### config.mk
export PLATFORM = sky130hd
export DESIGN_NAME = adc_frame_shifter
export DESIGN_NICKNAME = d
export VERILOG_FILES = /design/src/rtl/adc_frame_shifter.sv
export SDC_FILE = /design/constraint.sdc
export NUM_CORES = 1
export LEC_CHECK = 0
export ABC_AREA = 0
export ABC_CLOCK_PERIOD_IN_PS = 4000
export BUFFER_PORTS_ARGS = -buffer_cell sky130_fd_sc_hd__buf_2
export CORE_MARGIN = 5
export CORE_UTILIZATION = 58
export CTS_BUF_LIST = sky130_fd_sc_hd__clkbuf_16
export CTS_CLUSTER_SIZE = 28
export DETAILED_ROUTE_END_ITERATION = 10
export PLACE_DENSITY = 0.84
export SLEW_MARGIN = 20
export SYNTH_ARGS = -nofsm -noshare
export SYNTH_HDL_FRONTEND = slang
export SYNTH_SLANG_ARGS = --single-unit
### constraint.sdc
create_clock -name clk -period 4 [get_ports clk]
set_clock_uncertainty 0.2 [all_clocks]
set_input_delay 0.4 -clock clk [delete_from_list [all_inputs] [get_ports clk]]
set_output_delay 0.4 -clock clk [all_outputs]
set_load 0.02 [all_outputs]
### src/rtl/adc_frame_shifter.sv
module adc_frame_shifter #(
  parameter int DATA_W      = 12,
  parameter int LEAD_ZEROS  = 4,
  parameter int HOLD_CYCLES = 4,
  localparam int FRAME_W    = LEAD_ZEROS + DATA_W,
  localparam int EW         = $clog2(FRAME_W + 1),
  localparam int HW         = $clog2(HOLD_CYCLES + 1)
) (
  input  logic              clk,
  input  logic              rst_n,
  input  logic              load,
  input  logic [DATA_W-1:0] sample,
  input  logic              twos_sel,
  input  logic              arm,
  input  logic              sclk_fall,
  input  logic              busy,
  output logic              sdata,
  output logic              oe,
  output logic [EW-1:0]     edges,
  output logic              frame_done
);
  logic [DATA_W-1:0] word;
  logic [HW-1:0]     hold_cnt;
  logic              armed;

  function automatic logic [DATA_W-1:0] encode(input logic [DATA_W-1:0] s, input logic twos);
    encode = s;
    if (twos) encode[DATA_W-1] = ~s[DATA_W-1];
  endfunction

  // idx is 0-based frame position; leading zeros first, then data MSB first
  function automatic logic frame_bit(input logic [DATA_W-1:0] w, input int idx);
    logic [DATA_W-1:0] sh;
    if (idx < LEAD_ZEROS || idx >= FRAME_W) return 1'b0;
    sh = w >> (DATA_W - 1 - (idx - LEAD_ZEROS));
    return sh[0];
  endfunction

  assign frame_done = armed && (edges == EW'(FRAME_W)) &&
                      (hold_cnt == HW'(HOLD_CYCLES - 1));

  always_ff @(posedge clk or negedge rst_n) begin
    if (!rst_n) begin
      word     <= '0;
      armed    <= 1'b0;
      edges    <= '0;
      hold_cnt <= '0;
      oe       <= 1'b0;
    end else if (load) begin
      word     <= encode(sample, twos_sel);
      armed    <= 1'b0;
      edges    <= '0;
      hold_cnt <= '0;
      oe       <= 1'b0;
    end else if (arm) begin
      armed    <= 1'b1;
      edges    <= '0;
      hold_cnt <= '0;
    end else if (armed) begin
      if (edges != EW'(FRAME_W)) begin
        if (sclk_fall && !busy) begin
          edges <= edges + 1'b1;
          oe    <= 1'b1;
        end
      end else if (frame_done) begin
        oe    <= 1'b0;
        armed <= 1'b0;
        edges <= '0;
      end else begin
        hold_cnt <= hold_cnt + 1'b1;
      end
    end
  end

  assign sdata = oe ? frame_bit(word, int'(edges) - 1) : 1'b0;
endmodule

* Word level (Yosys, flattened, before mapping)
Cells that the tools add are included.
** Cells by class
- Magnitude comparators :: 2
- Equality and inequality tests :: 8
- Add/subtract/negate cells :: 5
- Multiplexer cells :: 27
- Reduce and logical (&&, ||, !) cells :: 12
- Bitwise gates (word level) :: 1
- Shifts and indexed selects :: 1
** Operators by type and width (count)
- $shr 12x32->1 :: 1
- $mux 5 :: 6
- $mux 1 :: 16
- $mux 3 :: 5
- $sub 5x7->8 const A :: 1
- $sub 6x4->7 const B :: 1
- $ge 6x6->1 const B :: 1
- $lt 6x4->1 const B :: 1
- $ne 3x3->1 const B :: 2
- $reduce_and 3->1 :: 2
- $reduce_bool 3->1 :: 2
- $sub 5x1->6 const B :: 1
- $add 5x1->5 const B :: 1
- $eq 5x5->1 const B :: 1
- $ne 5x5->1 const B :: 1
- $ne 4x3->1 const B :: 1
- $reduce_and 4->1 :: 1
- $reduce_bool 4->1 :: 1
- $add 3x1->3 const B :: 1
- $eq 3x2->1 const B :: 1
- $logic_and 1x1->1 :: 3
- $ne 3x2->1 const B :: 1
- $ne 2x2->1 const B :: 1
- $reduce_bool 2->1 :: 1
- other kinds (3) :: 3
** Storage, ports and cells
- Logic and storage cells :: 61
- Input port bits :: 19
- Output and inout bits :: 8
- Register bits after elaboration :: 22

* Longest topological paths before layout
Gate-level depths: netlist of the first run.
- Depth in word-level cells :: 8
- Depth in mapped cells :: 12

* Worst setup path before layout of the first run
No wires, ideal clock.
- Path type :: register to output
- Start point :: register edges[0]
- End point :: output sdata
- Required time :: 3.400 ns
- Stages on the path, launching flop included :: 9
- Path slack :: 0.984 ns
- Path buffers :: 1
- Data arrival time :: 2.416 ns
- Path through :: dfrtp_1 buf_6 or2_4 or4_4 ha_1 nor2_1 nand3_1 or3_1 a21oi_1
** On the way
- Word-level cells in the longest chain between the ends :: 6
- Elaborated cells between the ends (all ways) :: 10
** RTL lines
- start, declared :: RTL line 19 : output logic [EW-1:0] edges,
- start signal, assigned :: RTL line 62 : edges <= edges + 1'b1;
- $sub 5x1->6 * :: RTL line 75 : assign sdata = oe ? frame_bit(word, int'(edges) - 1) : 1'b0;
- $sub 6x4->7 (tied with other cells) :: RTL line 35 : sh = w >> (DATA_W - 1 - (idx - LEAD_ZEROS));
- $sub 5x7->8 or $logic_or 1x1->1 (tied branches) :: RTL line 35, 34
- $shr 12x32->1 or $mux 1 (tied branches) :: RTL line 35, 34
- $mux 1 * :: RTL line 35
- $mux 1 * :: RTL line 75
- end, declared :: RTL line 17 : output logic sdata,
Mark *: on every way between the ends. The rest lies on a longest branch, timed or not.

* Worst setup path in the final report of the first run
Ends and elaborated chain as after synthesis.

==> summary.txt, run 1 <==
Timing
  – Fmax: 294 MHz
  – Slew HR: 0.676
  – Setup violators final: 0
  – Final hold vios: 0
  – Worst-margin pin slew: 0.487 ns
  – Max Slew Vio Count: 0
  – Final min period: 3.40 ns
  – Unrepaired setup endpoints after global routing: false
  – Period utilization: 0.849
  – Final setup TNS: 0 ns

Clock network
  – Setup bufs post-CTS: 0
  – Clock Path Buffers: 2
  – Htree depth: 1
  – Clock network latency to the later pin of the worst-skew pair: 0.25 ns
  – CTS Hold Bufs: 1
  – Total CTS buffers: 3
  – Resize count post-CTS: 0
  – Clock transition at path regs: 0.06 ns
  – TritonCTS clock tree: built
  – CTS root buf: clkbuf_16
  – Clock sinks: 22

Setup path
  – Crit path max fanout: 10
  – WP data arrival: 2.80 ns
  – CP Cell Sequence: inv_1, ha_1, nand2_1, xnor2_1, inv_1, ha_1, nor2_1, nand3_1, or3_1, a21oi_1, buf_2
  – CP endpoint kind: primary output
  – Req. time, crit path: 3.40 ns
  – Element type at the critical path start: flop
  – Crit Path Category: reg2out
  – Critical path buffers and inverters: 3
  – CP top delay family: simple AND/OR/NAND/NOR gates
  – Reg2Reg Depth: 7
  – Worst R2R Setup Slack: 1.90 ns
  – RR Endpoint: edges[0]$_DFFE_PN0P_
  – Delay of the slowest critical-path stage: 0.50 ns
  – Crit path max-delay cell type: dfrtp_1
  – RR Startpoint: edges[0]$_DFFE_PN0P_

Final layout
  – Final cell count without fillers: 172
  – Synthesis-to-finish area growth: 16.0%
  – Fraction of layout cells with a size suffix above 1: 0.375
  – Fillers: 163
  – Nets@finish: 170
  – ANT cells: 0

Synth
  – Largest area contributor in the netlist: dfrtp_1
  – Simple-gate share of the synthesized area: 0.181
  – Mux share of post-synthesis cell area: 0.158
  – Post-Syn Area: 0.00134 mm²
  – Synthesized flop and latch total: 22
  – Cells after synthesis: 121
  – Post-synthesis area per instance: 11.1 µm²
  – Post-Synth XOR/XNOR Area: 0.0327
  – Syn nets: 146
  – Ranking of synthesized cells by area: dfrtp_1 41%, mux2_2 11%, ha_1 5.6%, nor2_1 4.2%, buf_6 3.4%
  – Synth Area in Adders: 0.0561
  – Post-synthesis compound-gate area fraction: 0.0973
  – Largest family of logic cells by synthesized area: simple AND/OR/NAND/NOR gates
  – Synth Warn #: 0
  – Synth cell types: 40
  – Top cell type's share of synthesized area: 0.412
  – Register area share after synthesis: 0.412

GRT
  – Antenna violations before repair: 0
  – GRT Util Overall: 0.182
  – Number of global-route vias before repair: 994
  – Global-route wire length before repair: 4550 µm
  – Largest net degree at the start of global routing: 23
  – Gr ovfl total: 0

Route
  – DRC errors left: 0
  – Router iterations before antenna repair: 4
  – WL/cell: 15.6 µm
  – Vias: 995
  – ANT nets after route: 0
  – DR iter-0 viols: 37
  – Final WL: 2680 µm
  – Vias/cell: 5.78

Placed design
  – Cells after DPL: 167
  – Port Buffers: 26
  – Post-DP HPWL: 1990 µm
  – Routability cong.: 0.767

Min path
  – Hold_sp: sample[9]
  – Hold EP: word[9]$_DFFE_PN0P_
  – Hold path cells: 2
  – Min-delay worst type: in2reg

Floorplan
  – Initial core utilization: 0.605
  – Die area: 0.00337 mm²
  – I/O pins: 27
  – Die X: 58.0 µm
  – Core region area: 0.00221 mm²
  – Die height: 58.0 µm
  – FP Rows: 17

Outcome
  – Outcome: finished, final reports clean

Pwr
  – PD cells: 372 mW/mm²
  – Leak: 0.709 nW
  – Worst vdd ir: 0.000304 V
  – Final Power: 0.000578 W

Flow run
  – Max-cap violations: 0
==> Yosys cell counts <==
cell	n
nand2_4	1
nand4b_1	1
a311oi_1	1
o21ai_0	3
xnor2_1	3
or3_1	1
a211oi_2	1
buf_1	1
a21o_1	1
mux2_2	13
nor2b_1	1
a41oi_1	1
or2_2	1
buf_2	2
nand4bb_1	1
xor2_1	2
nand2_1	5
mux2i_1	2
ha_1	6
or2_4	1
dfrtp_1	22
o22ai_1	1
nor2_1	15
and3b_1	1
buf_4	1
a21oi_4	1
nand2b_1	1
and4bb_4	1
inv_1	5
a21oi_2	1
or4_4	1
a211o_1	1
mux4_2	2
a21oi_1	6
nand3_1	5
nor3b_1	1
nand3_4	1
nand3b_1	2
a211oi_1	1
buf_6	4
==> stage by stage <==
stage | util | setup WS (ns) | hold WS [ns] | instance area, µm²
floorplan | - | 0.984 | -0.0956 | 1340
finish | 0.701 | 0.603 | 0.177 | 1550
CTS | 0.701 | 0.573 | 0.173 | 1550
global placement | 0.649 | 1.10 | 0.178 | 1440
global route | 0.701 | 0.369 | 0.167 | 1550
detailed placement | 0.649 | 0.858 | 0.186 | 1440
==> flip-flops by register name, summed over array words and instances, names as in the netlist <==
name	cells
hold_cnt	3
word	12
armed	1
oe	1
edges	5
==> logic make-up after synthesis <==
| kind of cell | count (synthesis) |
|---|---|
| and+or+nand+nor | 40 |
| AOI/OAI and AO/OA | 18 |
| buffers and inverters | 13 |
| muxes | 17 |
| xor gates and xnor gates | 5 |
| DFF | 22 |
| adders and majority gates | 6 |
==> routing by layer <==
metal / up-vias / part of all wire / GRT usage
li1: 473 / - / -
met1: 482 / 0.38 / 0.191
met2: 35 / 0.52 / 0.319
met3: 5 / 0.069 / 0.0512
met4: 0 / 0.027 / 0.113
met5: - / 0 / 0
==> layout make-up <==
cell class | instances | area, µm² | share of cell area
multi-input combinational | 86 | 702 | 0.452
sequential | 22 | 551 | 0.355
timing repair buffer | 27 | 140 | 0.0903
clock buffer | 3 | 75.1 | 0.0484
tap | 28 | 35.0 | 0.0226
clock inverter | 1 | 30.0 | 0.0194
inverter | 5 | 18.8 | 0.0121
==> cell usage in the layout, fill, tap and decap left out, types with 2 or more instances in the layout <==
master     count
buf_2         26
dfrtp_1       22
nor2_1        15
mux2_2        13
a21oi_1        6
ha_1           6
inv_1          5
nand2_1        5
nand3_1        5
xnor2_1        3
o21ai_0        3
clkbuf_16      3
nand3b_1       2
mux4_2         2
mux2i_1        2
xor2_1         2
==> worst max-delay path by stage <==
stage                               from  endpoint  cells after the start
floorplan           edges[0]$_DFFE_PN0P_     sdata                      8
global placement    edges[0]$_DFFE_PN0P_     sdata                     11
detailed placement  edges[0]$_DFFE_PN0P_     sdata                     11
CTS                 edges[0]$_DFFE_PN0P_     sdata                     11
global route        edges[0]$_DFFE_PN0P_     sdata                     11
finish              edges[0]$_DFFE_PN0P_     sdata                     11
==> power breakdown <==
group	total [W]	leakage, nW	internal, W	switching, W
clock network	0.000278	0.0511	0.000199	0.0000797
registers	0.000245	0.278	0.000236	0.00000892
logic	0.0000543	0.380	0.0000295	0.0000248
No activity file was read; power rests on OpenSTA's default activity.
==> inputs of run 2 (changes only) <==
--- a/config.mk
+++ b/config.mk
@@ -6,14 +6,14 @@
 export NUM_CORES = 1
 export LEC_CHECK = 0
 export ABC_AREA = 0
-export ABC_CLOCK_PERIOD_IN_PS = 4000
+export ABC_CLOCK_PERIOD_IN_PS = 2960
 export BUFFER_PORTS_ARGS = -buffer_cell sky130_fd_sc_hd__buf_2
 export CORE_MARGIN = 5
-export CORE_UTILIZATION = 58
+export CORE_UTILIZATION = 48
 export CTS_BUF_LIST = sky130_fd_sc_hd__clkbuf_16
 export CTS_CLUSTER_SIZE = 28
 export DETAILED_ROUTE_END_ITERATION = 10
-export PLACE_DENSITY = 0.84
+export PLACE_DENSITY = 0.74
 export SLEW_MARGIN = 20
 export SYNTH_ARGS = -nofsm -noshare
 export SYNTH_HDL_FRONTEND = slang
==> constraint.sdc (replaced) <==
create_clock -name clk -period 2.96 [get_ports clk]
set_clock_uncertainty 0.2 [all_clocks]
set_input_delay 0.296 -clock clk [delete_from_list [all_inputs] [get_ports clk]]
set_output_delay 0.296 -clock clk [all_outputs]
set_load 0.02 [all_outputs]
==> run 2 against run 1 <==
Effect of this change:
- routed wire length decreased by 6.9%
- sequential share of layout area decreased by 0.48 points
- critical path depth decreased by 3
- sequential cell count unchanged
- register-to-register slack got worse by 0.80 ns
- core utilization decreased by 12 points
- clock power increased by 2%
- combinational power increased by 37%
- worst setup slack got worse by 0.51 ns
- cell count increased by 4.7%
- first-iteration DRC count decreased by 35%
- sequential power increased by 35%
- largest cell class unchanged
==> summary.txt, run 2 (synthesis gave the netlist of run 1 again) <==
Outcome
  – Outcome: finished, final reports clean

GRT
  – GRT Util Overall: 0.134 (-0.0482)
  – Largest net degree at the start of global routing: 23 (unchanged)
  – Number of global-route vias before repair: 975 (-1.9%)
  – Gr ovfl total: 0 (unchanged)
  – Global-route wire length before repair: 4280 µm (-5.9%)
  – Antenna violations before repair: 0 (unchanged)

Clock network
  – Htree depth: 1 (unchanged)
  – Clock sinks: 22 (unchanged)
  – CTS root buf: clkbuf_16
  – Clock transition at path regs: 0.06 ns (about the same)
  – Clock network latency to the later pin of the worst-skew pair: 0.25 ns (about the same)
  – Total CTS buffers: 3 (unchanged)
  – Clock Path Buffers: 2 (unchanged)
  – TritonCTS clock tree: built

Final layout
  – Top Registers: word: 12 flops, edges: 5 flops, hold_cnt: 3 flops
  – Fraction of layout cells with a size suffix above 1: 0.396 (+0.0210)
  – Most common cell after layout, fill and taps aside: buf_2
  – Synthesis-to-finish area growth: 17.6%
  – Post-layout util: 0.580 (-0.121)
  – Post-route cell area: 0.00157 mm² (+1.4%)
  – Largest Register: word
  – Nets@finish: 175 (+2.9%)
  – Most frequent cells in the layout: 25 x buf_2, 22 x dfrtp_1, 15 x nor2_1
  – Max reg flops: 12 (unchanged)
  – ANT cells: 0 (unchanged)

Route
  – Top layer in use: met4
  – WL/cell: 13.9 µm (-11%)
  – Metal2 WL: 1350 µm (-2.9%)
  – Wl on met1: 1080 µm (+4.3%)
  – Router iterations before antenna repair: 4 (unchanged)
  – DRC errors left: 0 (unchanged)
  – Vias/cell: 5.38 (-6.9%)
  – ANT nets after route: 0 (unchanged)
  – DR iter-0 viols: 24 (-35%)
  – Final WL: 2500 µm (-6.9%)
  – Vias: 969 (-2.6%)
  – Met3 Routed Length: 51 µm (-73%)

Min path
  – Hold path cells: 2 (unchanged)
  – Min-delay worst type: in2reg

Timing
  – Setup violators final: 0 (unchanged)
  – Final hold vios: 0 (unchanged)
  – WHS: 0.0707 ns (-0.106 ns)
  – Slew HR: 0.668 (-0.00739)
  – Period utilization: 0.968
  – Final min period: 2.86 ns
  – Worst-margin pin slew: 0.498 ns (+0.0111 ns)
  – Final worst slack: 0.0960 ns (-0.507 ns)
  – Final setup TNS: 0 ns (unchanged)
  – Max Slew Vio Count: 0 (unchanged)
  – Fmax: 349 MHz
  – Unrepaired setup endpoints after global routing: false

Pwr
  – NetSw: 0.000149 W (+31%)
  – Reg power frac: 0.480 (+0.056)
  – Combinational power share: 0.108 (+0.014)
  – Internal cell power: 0.000540 W (+16%)
  – Worst vdd ir: 0.000388 V (+28%)
  – PD cells: 438 mW/mm² (+18%)
  – Leak: 0.722 nW (+1.8%)
  – Sw Ratio: 0.216 (+0.0202)
  – Clock share of power: 0.412 (-0.070)

Setup path
  – CP endpoint kind: primary output
  – Crit Path Category: reg2out
  – Delay of the slowest critical-path stage: 0.43 ns (-0.07 ns)
  – Crit path max fanout: 4 (-6)
  – CP Depth: 8 (-3)
  – Crit path max-delay cell type: or4_4
  – Req. time, crit path: 2.46 ns (-0.94 ns)
  – CP Cell Sequence: or2_4, or4_4, ha_1, nor2_1, nand3_1, or3_1, a21oi_2, buf_4
  – Reg2Reg Depth: 8 (+1)
  – CP top delay family: simple AND/OR/NAND/NOR gates
  – Critical path buffers and inverters: 1 (-2)
  – Element type at the critical path start: flop
  – WP data arrival: 2.37 ns (-0.43 ns)

Floorplan
  – FP Rows: 19 (+2)
  – Die height: 62.8 µm (+8.2%)
  – Initial core utilization: 0.494 (-0.111)
  – I/O pins: 27 (unchanged)
  – Die area: 0.00394 mm² (+17%)
  – Core region area: 0.00271 mm² (+23%)
  – Die X: 62.8 µm (+8.2%)

Placed design
  – Cell area after placement: 0.00146 mm² (+1.8%)
  – Setup WS pre-CTS: 0.236 ns (-0.622 ns)
  – Post-DP HPWL: 1870 µm (-5.9%)
  – Routability cong.: 0.764 (-0.43%)
  – Port Buffers: 26 (unchanged)

Flow run
  – Max-cap violations: 0 (unchanged)
[run 2: power groups by stage]
stage	combinational (W)	clock, W	sequential [W]
3_3_place_gp	0.0000706	0	0.000334
4_1_cts	0.0000750	0.000291	0.000331
5_1_grt	0.0000829	0.000302	0.000333
3_5_place_dp	0.0000734	0	0.000336
6_report	0.0000742	0.000284	0.000330
2_1_floorplan	0.0000496	0	0.000333
[run 2: worst paths after layout]
kind,startpoint,end,slack (ns)
min reg2reg,word[1]$_DFFE_PN0P_,word[1]$_DFFE_PN0P_,0.31
max,edges[1]$_DFFE_PN0P_,sdata,0.1
max reg2reg,edges[0]$_DFFE_PN0P_,oe$_DFFE_PN0P_,1.10
min in group asynchronous,rst_n,word[6]$_DFFE_PN0P_,0.34
min,sample[4],word[4]$_DFFE_PN0P_,0.07
max in group asynchronous,rst_n,edges[3]$_DFFE_PN0P_,1.88
[run 2: worst reg2reg max path: stages, from the launching register on]
cell,delay [ns]
dfrtp_1,0.39
inv_1,0.07
ha_1,0.16
buf_4,0.15
and4bb_4,0.29
nand3_4,0.12
a21oi_4,0.15
nor2_1,0.06
a211oi_2,0.19
[run 2: routing by layer]
| layer | vias to the layer above | track usage |
|---|---|---|
| li1 | 479 | - |
| met1 | 474 | 0.157 |
| met2 | 14 | 0.245 |
| met3 | 2 | 0.0144 |
| met4 | 0 | 0.0557 |
| met5 | - | 0 |
[run 2: repair_timing]
item,in CTS,in global routing
hold buffers,1,0
gates resized for setup,0,2
setup endpoints to repair,1,1
pin swaps,0,1
hold endpoints to repair,22,0
setup buffers,1,1
[run 2: layout make-up]
type	instances	area (µm²)
Clock buffer	3	75.1
Clock inverter	1	3.75
Fill cell	245	1140
Inverter	5	18.8
Multi-Input combinational cell	86	706
Sequential cell	22	551
Tap cell	31	38.8
Timing Repair Buffer	32	180
[run 2: per-stage QoR]
| stage | std cells | total power [W] |
|---|---|---|
| after global routing | 180 | 0.000718 |
| after detailed placement | 173 | 0.000409 |
| after CTS | 179 | 0.000696 |
| after global placement | 173 | 0.000405 |
| final | 180 | 0.000689 |
| after floorplan | 121 | 0.000382 |
==> inputs of run 3 (changes only) <==
--- a/config.mk
+++ b/config.mk
@@ -5,15 +5,15 @@
 export SDC_FILE = /design/constraint.sdc
 export NUM_CORES = 1
 export LEC_CHECK = 0
-export ABC_AREA = 0
+export ABC_AREA = 1
 export ABC_CLOCK_PERIOD_IN_PS = 2960
 export BUFFER_PORTS_ARGS = -buffer_cell sky130_fd_sc_hd__buf_2
 export CORE_MARGIN = 5
-export CORE_UTILIZATION = 48
+export CORE_UTILIZATION = 49
 export CTS_BUF_LIST = sky130_fd_sc_hd__clkbuf_16
 export CTS_CLUSTER_SIZE = 28
 export DETAILED_ROUTE_END_ITERATION = 10
-export PLACE_DENSITY = 0.74
+export PLACE_DENSITY = 0.75
 export SLEW_MARGIN = 20
 export SYNTH_ARGS = -nofsm -noshare
 export SYNTH_HDL_FRONTEND = slang
==> run 3 against run 2 <==
Effect of this change:
- synthesized area increased by 0.37%
- count of clock-buffer cells in the layout unchanged
- global-route usage increased by 1.1 points
- worst setup slack improved by 0.15 ns
- die area decreased by 1.4%
- first-iteration DRC count increased by 83%
- fmax increased by 5.4%
- cell count increased by 28%
- synthesized cell count increased by 41%
- clock power about the same
- via count increased by 19%
- core utilization increased by 0.89 points
- critical endpoint unchanged
- largest power group unchanged
==> summary.txt, run 3 <==
Outcome
  – Outcome: finished, final reports clean

Synth
  – Synth cell types: 27 (-33%)
  – Cells after synthesis: 171 (+41%)
  – Post-synth EDFFs: 0 (unchanged)
  – Post-Syn Area: 0.00134 mm² (+0.37%)
  – Synth Warn #: 0 (unchanged)
  – Top cell type's share of synthesized area: 0.410 (-0.00153)
  – Count leader, synth: nand2_1
  – Post-synthesis area per instance: 7.85 µm² (-29%)
  – Top_reg_cell synth: dfrtp_1
  – Largest area contributor in the netlist: dfrtp_1
  – Async set-reset flop share out of synthesis: 1.00 (unchanged)
  – Register area share after synthesis: 0.410 (-0.00153)
  – Ranking of synthesized cells by area: dfrtp_1 41%, nand2_1 15%, ha_1 5.6%, nand3_1 5.6%, inv_1 5.0%
  – Synthesized flop and latch total: 22 (unchanged)
  – Syn nets: 196 (+34%)
  – Synth cell count leaders: 52 x nand2_1, 22 x dfrtp_1, 18 x inv_1, 15 x nand3_1, 12 x o21ai_0

Clock network
  – Total CTS buffers: 3 (unchanged)
  – Htree depth: 1 (unchanged)
  – Clock transition at path regs: 0.06 ns (about the same)
  – CTS root buf: clkbuf_16
  – Resize count post-CTS: 0 (unchanged)
  – Clock network latency to the later pin of the worst-skew pair: 0.25 ns (about the same)
  – Clock sinks: 22 (unchanged)
  – TritonCTS clock tree: built
  – Setup bufs post-CTS: 0 (-1)
  – Clock Path Buffers: 2 (unchanged)

Timing
  – Worst-margin pin slew: 0.507 ns (+0.00907 ns)
  – Max Slew Vio Count: 0 (unchanged)
  – Final hold vios: 0 (unchanged)
  – Final setup TNS: 0 ns (unchanged)
  – Slew HR: 0.662 (-0.00604)
  – Fmax: 368 MHz (+5.4%)
  – Final min period: 2.72 ns (-0.148 ns)
  – Unrepaired setup endpoints after global routing: false
  – Setup violators final: 0 (unchanged)
  – Period utilization: 0.918 (-0.0499)

Setup path
  – Worst R2R Setup Slack: 1.25 ns (+0.15 ns)
  – RR Endpoint: oe$_DFFE_PN0P_
  – Critical path buffers and inverters: 3 (+2)
  – RR Startpoint: edges[1]$_DFFE_PN0P_
  – CP Capture Point: sdata
  – Reg2Reg Depth: 9 (+1)
  – Element type at the critical path start: flop
  – Crit Path Category: reg2out
  – Delay of the slowest critical-path stage: 0.43 ns (about the same)
  – Req. time, crit path: 2.46 ns (about the same)
  – Crit path max fanout: 6 (+2)
  – WP data arrival: 2.22 ns (-0.15 ns)
  – CP endpoint kind: primary output
  – CP Depth: 13 (+5)
  – CP top delay family: simple AND/OR/NAND/NOR gates
  – CP Cell Sequence: inv_1, ha_1, nand2_4, nand2_1, and2_4, inv_1, ha_1, nor2_1, nand3_1, nor2_1, nand2_1, nor2_1, buf_2
  – Crit path from: edges[1]$_DFFE_PN0P_
  – Crit path max-delay cell type: dfrtp_1
  – CP most frequent cell: nor2_1

Final layout
  – Largest Register: word
  – Most common cell after layout, fill and taps aside: nand2_1
  – Flip-flop and latch area: 551 µm² (unchanged)
  – Fillers: 253 (+3.3%)
  – Max reg flops: 12 (unchanged)
  – Top Registers: word: 12 flops, edges: 5 flops, hold_cnt: 3 flops
  – Post-route cell area: 0.00158 mm² (+0.64%)
  – Fraction of layout cells with a size suffix above 1: 0.211 (-0.185)
  – Most frequent cells in the layout: 52 x nand2_1, 26 x buf_2, 22 x dfrtp_1
  – Nets@finish: 225 (+29%)
  – Synthesis-to-finish area growth: 17.9%
  – Area of the multi-input gates: 688 µm² (-2.5%)
  – ANT cells: 0 (unchanged)

Placed design
  – Routability cong.: 0.810 (+6.0%)
  – Port Buffers: 26 (unchanged)
  – Post-DP HPWL: 2030 µm (+8.7%)
  – Cell area after placement: 0.00149 mm² (+2.1%)

GRT
  – Number of global-route vias before repair: 1,080 (+11%)
  – Gr ovfl total: 0 (unchanged)
  – Antenna violations before repair: 0 (unchanged)
  – Largest net degree at the start of global routing: 23 (unchanged)
  – GRT Util Overall: 0.145 (+0.0112)
  – Global-route wire length before repair: 4660 µm (+8.7%)

Route
  – Router iterations before antenna repair: 4 (unchanged)
  – WL/cell: 11.6 µm (-16%)
  – ANT nets after route: 0 (unchanged)
  – Final WL: 2670 µm (+6.7%)
  – Vias/cell: 5.00 (-7.2%)
  – Vias: 1,149 (+19%)
  – DRC errors left: 0 (unchanged)
  – DR iter-0 viols: 44 (+83%)

Pwr
  – Reg power frac: 0.441 (-0.039)
  – NetSw: 0.000201 W (+35%)
  – Worst vdd ir: 0.000265 V (-32%)
  – Internal cell power: 0.000552 W (+2.4%)
  – Sw Ratio: 0.267 (+0.0502)
  – Clock share of power: 0.380 (-0.032)
  – Combinational power share: 0.178 (+0.070)
  – Leak: 0.832 nW (+15%)
  – PD cells: 476 mW/mm² (+8.7%)

Floorplan
  – Initial core utilization: 0.500 (+0.00623)
  – I/O pins: 27 (unchanged)
  – Die height: 62.3 µm (-0.70%)
  – FP Rows: 19 (unchanged)
  – Die area: 0.00389 mm² (-1.4%)
  – Die X: 62.3 µm (-0.70%)
  – Core region area: 0.00269 mm² (-0.88%)

Flow run
  – Max-cap violations: 0 (unchanged)

Min path
  – Min-delay worst type: in2reg
==> run 3: cell types whose count changed in the layout (fill, tap and decap cells not counted), sizes merged, moves of 3 or more <==
cell and delta:
a21oi -3, buf -4, inv +16, mux2 -13
nand2 +48, nand3 +10, nand4 +3, o211ai +3
o21ai +12
==> run 3: metrics by stage <==
step | setup WS [ns] | total power, W | hold slack, ns | cells | utilization
6_report | 0.244 | 0.000753 | 0.0373 | 230 | 0.589
5_1_grt | 0.0175 | 0.000802 | 0.0530 | 230 | 0.589
4_1_cts | 0.226 | 0.000764 | 0.0333 | 230 | 0.589
3_5_place_dp | 0.511 | 0.000472 | 0.0895 | 225 | 0.556
3_3_place_gp | 0.579 | 0.000468 | 0.0818 | 225 | 0.556
2_1_floorplan | 0.395 | 0.000429 | -0.200 | 171 | -
==> run 3: power by group through the flow <==
stage | combinational, W | clock (W) | sequential [W]
floorplan | 0.0000896 | 0 | 0.000340
global placement | 0.000131 | 0 | 0.000337
detailed placement | 0.000134 | 0 | 0.000338
CTS | 0.000136 | 0.000295 | 0.000332
global route | 0.000156 | 0.000311 | 0.000335
finish | 0.000134 | 0.000286 | 0.000332
==> run 3: worst reg2reg max path: stages, from the launching register on <==
cell and delay [ns]:
dfrtp_1 0.43, inv_1 0.07, ha_1 0.29, nand2_4 0.09
nor2_4 0.14, nand2_1 0.06, nand2_1 0.10, nand3_1 0.09
nand2_1 0.08, nand2_1 0.05
==> run 3: repair_timing <==
item | 4_1_cts | 5_1_grt
hold buffers | 1 | 0
endpoints found under the setup margin | 0 | 0
endpoints found under the hold margin | 22 | 0
==> run 3: worst min path at each step <==
stage | from | end | slack, ns | depth (start not counted)
final | sample[4] | word[4]$_DFFE_PN0P_ | 0.04 | 3
after floorplan | rst_n | armed$_DFF_PN0_ | -0.20 | 0
after global routing | sample[4] | word[4]$_DFFE_PN0P_ | 0.05 | 3
after CTS | sample[4] | word[4]$_DFFE_PN0P_ | 0.03 | 3
after detailed placement | rst_n | word[2]$_DFFE_PN0P_ | 0.09 | 1
after global placement | rst_n | word[2]$_DFFE_PN0P_ | 0.08 | 1
==> run 3: cell type report <==
cell class                      instances  share of cell area
Multi-Input combinational cell        124               0.435
Timing Repair Buffer                   28              0.0933
Clock buffer                            3              0.0474
Clock inverter                          1             0.00237
Tap cell                               31              0.0245
Sequential cell                        22               0.348
Inverter                               21              0.0498
==> run 3: kinds of logic after synthesis <==
family | synth area share
simple gates | 0.311
buf+inv | 0.0773
compound gates | 0.106
flops | 0.410
xor+xnor | 0.0391
fa+ha+maj | 0.0559
==> run 3: layer usage <==
layer | track usage | wire length (µm) | part of all wire | vias to the layer above
li1 | - | - | - | 604
met1 | 0.183 | 1190 | 0.45 | 519
met2 | 0.240 | 1310 | 0.49 | 22
met3 | 0.0270 | 126 | 0.047 | 4
met4 | 0.0637 | 38 | 0.014 | 0
met5 | 0 | 0 | 0 | -
